<file path="src/rtl/supfail_pkg.sv">
package supfail_pkg;
   // Controller state: running with reset released, or holding reset
   typedef enum logic {
      ST_RUN  = 1'b0,
      ST_HOLD = 1'b1
   } rst_state_e;
endpackage

</file>
<file path="src/rtl/supfail_width_sel.sv">
module supfail_width_sel #(
   parameter int SHORT_TICKS = 512,
   parameter int LONG_TICKS  = 2048,
   parameter bit STRAP_EN    = 1'b1,
   parameter int CW          = 11
) (
   input  logic          width_long,
   output logic [CW-1:0] last_idx
);
   localparam logic [CW-1:0] SHORT_LAST = CW'(SHORT_TICKS - 1);
   localparam logic [CW-1:0] LONG_LAST  = CW'(LONG_TICKS - 1);

   generate
      if (STRAP_EN) begin : g_strap
         assign last_idx = width_long ? LONG_LAST : SHORT_LAST;
      end else begin : g_fixed
         logic unused_strap;
         assign unused_strap = width_long;
         assign last_idx     = SHORT_LAST;
      end
   endgenerate
endmodule

</file>
<file path="src/rtl/supfail_tick_cnt.sv">
module supfail_tick_cnt #(
   parameter int CW = 11
) (
   input  logic          clk,
   input  logic          por_n,
   input  logic          clr,
   input  logic          inc,
   input  logic [CW-1:0] last_idx,
   output logic          at_last
);
   logic [CW-1:0] cnt_q;

   always_ff @(posedge clk or negedge por_n) begin
      if (!por_n) begin
         cnt_q <= '0;
      end else if (clr) begin
         cnt_q <= '0;
      end else if (inc) begin
         cnt_q <= cnt_q + 1'b1;
      end
   end

   assign at_last = (cnt_q == last_idx);
endmodule

</file>
<file path="src/rtl/supfail_ctrl.sv">
module supfail_ctrl
   import supfail_pkg::*;
(
   input  logic clk,
   input  logic por_n,
   input  logic supply_ok,
   input  logic wdog_expire,
   input  logic tick_en,
   input  logic at_last,
   output logic cnt_clr,
   output logic cnt_inc,
   output logic rst_active,
   output logic restart
);
   rst_state_e state_q, state_d;
   logic       restart_q, restart_d;
   logic       done;

   // A stretch ends on the counted tick that reaches the last index
   assign done = (state_q == ST_HOLD) && supply_ok && tick_en && at_last;

   always_comb begin
      state_d   = state_q;
      restart_d = 1'b0;
      if (!supply_ok) begin
         state_d = ST_HOLD;
      end else if (state_q == ST_HOLD) begin
         if (done) begin
            state_d   = ST_RUN;
            restart_d = 1'b1;
         end
      end else if (wdog_expire) begin
         state_d = ST_HOLD;
      end
   end

   // Counter sits at zero unless a stretch is counting with supply good
   assign cnt_clr = !supply_ok || (state_q == ST_RUN);
   assign cnt_inc = (state_q == ST_HOLD) && supply_ok && tick_en && !at_last;

   always_ff @(posedge clk or negedge por_n) begin
      if (!por_n) begin
         state_q   <= ST_HOLD;
         restart_q <= 1'b0;
      end else begin
         state_q   <= state_d;
         restart_q <= restart_d;
      end
   end

   assign rst_active = (state_q == ST_HOLD);
   assign restart    = restart_q;
endmodule

</file>
<file path="src/rtl/supfail_rst_gen.sv">
module supfail_rst_gen #(
   parameter int SHORT_TICKS = 512,
   parameter int LONG_TICKS  = 2048,
   parameter bit STRAP_EN    = 1'b1
) (
   input  logic clk,
   input  logic por_n,
   input  logic tick_en,
   input  logic supply_ok,
   input  logic wdog_expire,
   input  logic width_long,
   output logic rst_n_out,
   output logic rst_out,
   output logic wdog_restart
);
   localparam int CW = (LONG_TICKS > 2) ? $clog2(LONG_TICKS) : 1;

   generate
      if (SHORT_TICKS < 1) begin : g_bad_short
         $error("SHORT_TICKS must be at least 1");
      end
      if (LONG_TICKS < SHORT_TICKS) begin : g_bad_long
         $error("LONG_TICKS must not be below SHORT_TICKS");
      end
   endgenerate

   logic [CW-1:0] last_idx;
   logic          at_last;
   logic          cnt_clr;
   logic          cnt_inc;
   logic          rst_active;

   supfail_width_sel #(
      .SHORT_TICKS (SHORT_TICKS),
      .LONG_TICKS  (LONG_TICKS),
      .STRAP_EN    (STRAP_EN),
      .CW          (CW)
   ) u_wsel (
      .width_long (width_long),
      .last_idx   (last_idx)
   );

   supfail_tick_cnt #(
      .CW (CW)
   ) u_cnt (
      .clk      (clk),
      .por_n    (por_n),
      .clr      (cnt_clr),
      .inc      (cnt_inc),
      .last_idx (last_idx),
      .at_last  (at_last)
   );

   supfail_ctrl u_ctrl (
      .clk         (clk),
      .por_n       (por_n),
      .supply_ok   (supply_ok),
      .wdog_expire (wdog_expire),
      .tick_en     (tick_en),
      .at_last     (at_last),
      .cnt_clr     (cnt_clr),
      .cnt_inc     (cnt_inc),
      .rst_active  (rst_active),
      .restart     (wdog_restart)
   );

   assign rst_n_out = !rst_active;
   assign rst_out   = rst_active;
endmodule

</file>
<file path="config.mk">
export PLATFORM = sky130hd
export DESIGN_NAME = supfail_rst_gen
export DESIGN_NICKNAME = d
export VERILOG_FILES = /design/src/rtl/supfail_pkg.sv /design/src/rtl/supfail_width_sel.sv /design/src/rtl/supfail_tick_cnt.sv /design/src/rtl/supfail_ctrl.sv /design/src/rtl/supfail_rst_gen.sv
export SDC_FILE = /design/constraint.sdc
export NUM_CORES = 1
export LEC_CHECK = 0
export CELL_PAD_IN_SITES_DETAIL_PLACEMENT = 1
export CELL_PAD_IN_SITES_GLOBAL_PLACEMENT = 2
export CORE_AREA = 2 2 59 61
export CTS_CLUSTER_SIZE = 28
export DETAILED_ROUTE_END_ITERATION = 10
export DIE_AREA = 0 0 61 63
export GPL_TIMING_DRIVEN = 1
export PLACE_DENSITY = 0.63
export SETUP_SLACK_MARGIN = 0.15
export SYNTH_ARGS = -nofsm -noshare
export SYNTH_HDL_FRONTEND = slang
export SYNTH_SLANG_ARGS = --single-unit
</file>
<file path="constraint.sdc">
create_clock -name clk -period 1.5 [get_ports clk]
set_input_delay 0.375 -clock clk [delete_from_list [all_inputs] [get_ports clk]]
set_output_delay 0.375 -clock clk [all_outputs]
set_load 0.02 [all_outputs]
</file>
# [Yosys cells after proc, flatten, opt, wreduce, memory -nomap -nowiden]
# Index checks and enable logic that the tools add are counted.
[classes] n_eq_ne=1 addsub=1 bitwise=1 n_mux=10 reduce_logical=9
[op_table] op="$mux 11" count=3
[op_table] op="$add 11x1->11 const B" count=1
[op_table] op="$eq 11x11->1" count=1
[op_table] op="$mux 1" count=7
[op_table] op="$logic_and 1x1->1" count=4
[op_table] op="$logic_not 1->1" count=3
[op_table] op="$reduce_bool 2->1" count=1
[op_table] op="$logic_or 1x1->1" count=1
[op_table] op="$not 1->1" count=1
[totals] wordCells=25 regBits=13 inputBits=6 out_inout_bits=3

# [Depth between registers and ports, before layout]
[depth] word_depth=6 mapped_depth=5 mapped_depth_nobuf=5

# [Hierarchy]
# From an unflattened synthesis, not the netlist that was laid out.
[unflattened] cells_unflattened=89 area_unflattened_um2=852.1
[by_module_without_submodules] mod="supfail_tick_cnt" instances=1 cells_per_inst=69 area_per_inst_um2=674.4 seq_area_each_um2=275.3
[by_module_without_submodules] mod="supfail_ctrl" instances=1 cells_per_inst=7 area_per_inst_um2=87.6 seq_area_each_um2=51.3
[by_module_without_submodules] mod="supfail_width_sel" instances=1 cells_per_inst=12 area_per_inst_um2=86.3 seq_area_each_um2=0.0
[by_module_without_submodules] mod="supfail_rst_gen" instances=1 cells_per_inst=1 area_per_inst_um2=3.8 seq_area_each_um2=0.0

# [Least setup slack after synthesis]
# No wires, ideal clock.
[synth_timing] path_kind="register -> register" startpoint="register u_cnt.cnt_q[9]" endpoint="register u_cnt.cnt_q[0]" stages_incl_launch_ff=5 setup_ns=0.132 t_required_ns=1.368 period_less_slack_ns=1.547 t_arrival_ns=1.416 setup_slack_ns=-0.047 path_buffers=0 cell_sequence="dfrtp_1 or3_4 a2111oi_4 or3_1 a21oi_1"
[synth_via] elab_chain_cells=4
[synth_lines] element="start: declaration" line_no="supfail_tick_cnt.sv:11" text="logic [CW-1:0] cnt_q;"
[synth_lines] element="start signal: assignment" line_no="supfail_tick_cnt.sv:19" text="cnt_q <= cnt_q + 1'b1;"
[synth_lines] element="$eq 11x11->1" line_no="supfail_tick_cnt.sv:23" text="assign at_last = (cnt_q == last_idx);"
[synth_lines] element="$logic_not 1->1" line_no="supfail_ctrl.sv:39" text="assign cnt_inc = (state_q == ST_HOLD) && supply_ok && tick_en && !at_last;"
[synth_lines] element="$logic_and 1x1->1" line_no="supfail_ctrl.sv:39"
[synth_lines] element="$reduce_bool 2->1 (no line)"
# Every way passes these cells.
# A chain may end at the register's enable or synchronous reset.

# [Final worst setup path]
[layout_timing] startpoint="register u_cnt.cnt_q[10]" endpoint="register u_cnt.cnt_q[3]"
# Same word-level chain as after synthesis.

==> run metrics <==
WP buf/inv 0; initial drt markers 8; clock share of power between 30% and 40%; peak supply drop between 0.2 and 0.25 mV; final count of pins violating max slew 0; Gate Count Post-Synth 76; Hold Crit Class primary input to async pin; Via-to-Cell Ratio ~4.8; Internal Power slightly below 500 uW; Worst-Skew Late Latency ~280 ps; die width just over 60 um; Tot GR Track Use about 15%; antenna viol nets, final 0; Final Critical Period approximately 1600 ps; total CTS buffers 3; clock sink total 13; MaxCap Viol Count 0; post-synth cell types 31; grt met1 use 16.73%; total wire length 2529 um; layout cells sized above 1 a little over half; PD cells around 510 nW/um2; critical path peak fanout 5; RSZ-0062 raised after global routing yes; gr busiest metal met2; Synth Register Bits 13; worst-case clock skew about 4.6 ps; yosys warns 0; Clock transition at path regs 90 ps; die area just under 4000 um2; syn nets 83; CP max-delay cell or3_4; Final Non-Filler Cells roughly 170; critical path type flop to flop; DR pass1 iterations 4; GP Congestion about 0.78; DR vias slightly above 800; Initial Util approximately 23%; CP top delay family compound AO/OA/AOI/OAI gates; fillcell total 371; Max-slew headroom approximately three quarters; Psw 163.3 uW; GRT met2 Usage a little over a quarter; violations in the final reports negative setup slack; Worst Tran Pin Value ~340 ps; Placed Instances roughly 160; Seq/Total Area, Yosys between 40 and 50%; CTS tree done; status finished with violations; DP Area 1121 um2; final hold viol count 0; fmax about 640 MHz; pin count of the biggest net entering global routing 14; vias in the first global route between 900 and 1000; crit-path max cell delay 430 ps; Combinational Power Share between 10% and 20%; I/O Buffers 8; switching share of total power between 20% and 30%; CP arrival between 1500 and 2000 ps; DR DRC count 0; slack of the critical path -66.78 ps; Finished Cell Area roughly 1300 um2; root buffer cell clkbuf_4; CTS Buffer Depth 2; crit start category flop; Mapped Area between 700 and 800 um2; WP data required 1710 ps; Avg Inst Size Synth 9.763 um2; GR Util met3 under 10%; H-tree depth 1; DR WL/cell 14.79 um; Pleak about 0.5 nW; critical path endpoint category flop; GR Overflow Total 0; register share of total power a little over half; initial antenna violation count 0; first-pass GRT wire length about 4300 um; critical path, cell by cell or3_4 -> a2111oi_4 -> o21ai_1 -> a21oi_1; diode count 0; FP Rows 21; nets ~130; Die Ht 63 um; Tcrit/Tclk final 104.5%; area grow syn2layout 75.21%; Core ar. approximately 3200 um2; final setup violation count 6; Top Ports 9; post-DP HPWL around 1800 um
==> final timing paths <==
path / startpoint / to / slack, ps / cells past startpoint
max in group asynchronous: por_n / u_ctrl.rst_active / 850 / 2
setup reg to reg: u_cnt.cnt_q[10] / u_cnt.cnt_q[3] / -70 / 4
hold reg to reg: u_cnt.cnt_q[7] / u_cnt.cnt_q[7] / 600 / 2
setup / recovery: u_cnt.cnt_q[10] / u_cnt.cnt_q[3] / -70 / 4
min in group clk: u_cnt.cnt_q[7] / u_cnt.cnt_q[7] / 600 / 2
hold / removal: por_n / u_cnt.cnt_q[8] / 400 / 2
==> repair_timing <==
action	in CTS	in global routing
setup endpoints to repair	16	16
hold buffers	0	0
buffers inserted	6	3
resized for setup	29	10
pin swaps	14	10
==> power by group through the flow <==
stage	logic [mW]	registers, mW	clock network [mW]
after floorplan	0.0212	0.364	0
after global placement	0.0698	0.364	0
after detailed placement	0.0712	0.364	0
after CTS	0.0731	0.359	0.233
after global routing	0.0814	0.360	0.259
final	0.0732	0.359	0.225
==> registers in the layout, indices dropped and copies added (netlist names) <==
| signal | cells |
|---|---|
| u_cnt.cnt_q | 11 |
| u_ctrl.restart | 1 |
| u_ctrl.rst_active | 1 |
==> synthesized netlist by cell type <==
cell type / number / area (um2)
or3_4: 1 / 11.26
o211ai_1: 2 / 15.01
or3_1: 1 / 6.260
or4_1: 2 / 15.01
a211oi_1: 3 / 22.52
or4_2: 1 / 8.760
o31ai_1: 3 / 22.52
o21ai_0: 2 / 10.01
or3_2: 1 / 7.510
a211oi_2: 1 / 12.51
nand4_1: 2 / 12.51
a2111oi_2: 1 / 15.01
nor2_1: 5 / 18.77
a31oi_1: 1 / 6.260
nand2_1: 9 / 33.78
inv_1: 2 / 7.510
and2_1: 1 / 6.260
nand3_4: 1 / 17.52
dfstp_2: 1 / 26.28
and3_1: 2 / 12.51
nor4_1: 1 / 6.260
nor4b_1: 1 / 8.760
nor3_1: 3 / 15.01
nor3b_1: 1 / 7.510
a21oi_1: 9 / 45.04
dfrtp_1: 12 / 300.3
a2111oi_4: 1 / 27.53
or2_0: 1 / 6.260
nand3_1: 3 / 15.01
and4b_1: 1 / 10.01
ha_1: 1 / 12.51
==> per-stage QoR <==
stage | hold slack, ps | TNS (ps) | setup slack, ps | util, % | total power, mW
finish | 403.2 | -163.5 | -66.78 | 40.22 | 0.6570
global route | 408.8 | -705.9 | -135.4 | 40.22 | 0.6999
CTS | 405.1 | -503.6 | -132.2 | 38.75 | 0.6647
detailed placement | 515.2 | -5477 | -557.2 | 34.69 | 0.4356
global placement | 509.2 | -5053 | -500.5 | 34.69 | 0.4336
floorplan | 79.41 | 0 | 26.14 | - | 0.3855
==> kinds of logic (layout without fill, tap and decap cells) <==
kind of cell | count (synthesis) | in the layout | synth area share [%]
DFF | 13 | 13 | 44.01
AOI/OAI and AO/OA | 23 | 23 | 23.78
and+or+nand+nor | 37 | 37 | 29.51
adders and majority gates | 1 | 1 | 1.686
buffers and inverters | 2 | 51 | 1.012
==> cells in the final DEF, fill, tap and decap left out, types with 3 or more instances in the layout <==
| cell type | Yosys | routed |
|---|---|---|
| buf_6 | 0 | 4 |
| dfrtp_1 | 12 | 11 |
| clkbuf_4 | 0 | 3 |
| nand2_1 | 9 | 7 |
| a21oi_1 | 9 | 7 |
| a211oi_1 | 3 | 3 |
| clkdlybuf4s50_1 | 0 | 3 |
| o31ai_1 | 3 | 3 |
| nor2_1 | 5 | 4 |
| buf_4 | 0 | 34 |
==> cell type report <==
cell class / count / area (um2) / area share (%)
Timing Repair Buffer: 45 / 367.9 / 28.30
Clock buffer: 4 / 26.28 / 2.021
Tap cell: 46 / 57.56 / 4.427
Multi-Input combinational cell: 61 / 513.0 / 39.46
Inverter: 2 / 7.507 / 0.5775
Sequential cell: 13 / 327.8 / 25.22
==> routing by layer <==
layer / wire length, um / vias to the layer above
met2: 1340 / 13
met4: 27 / 0
li1: - / 394
met5: 0 / -
met3: 64 / 4
met1: 1097 / 405
(Power assumes the default switching activity.)
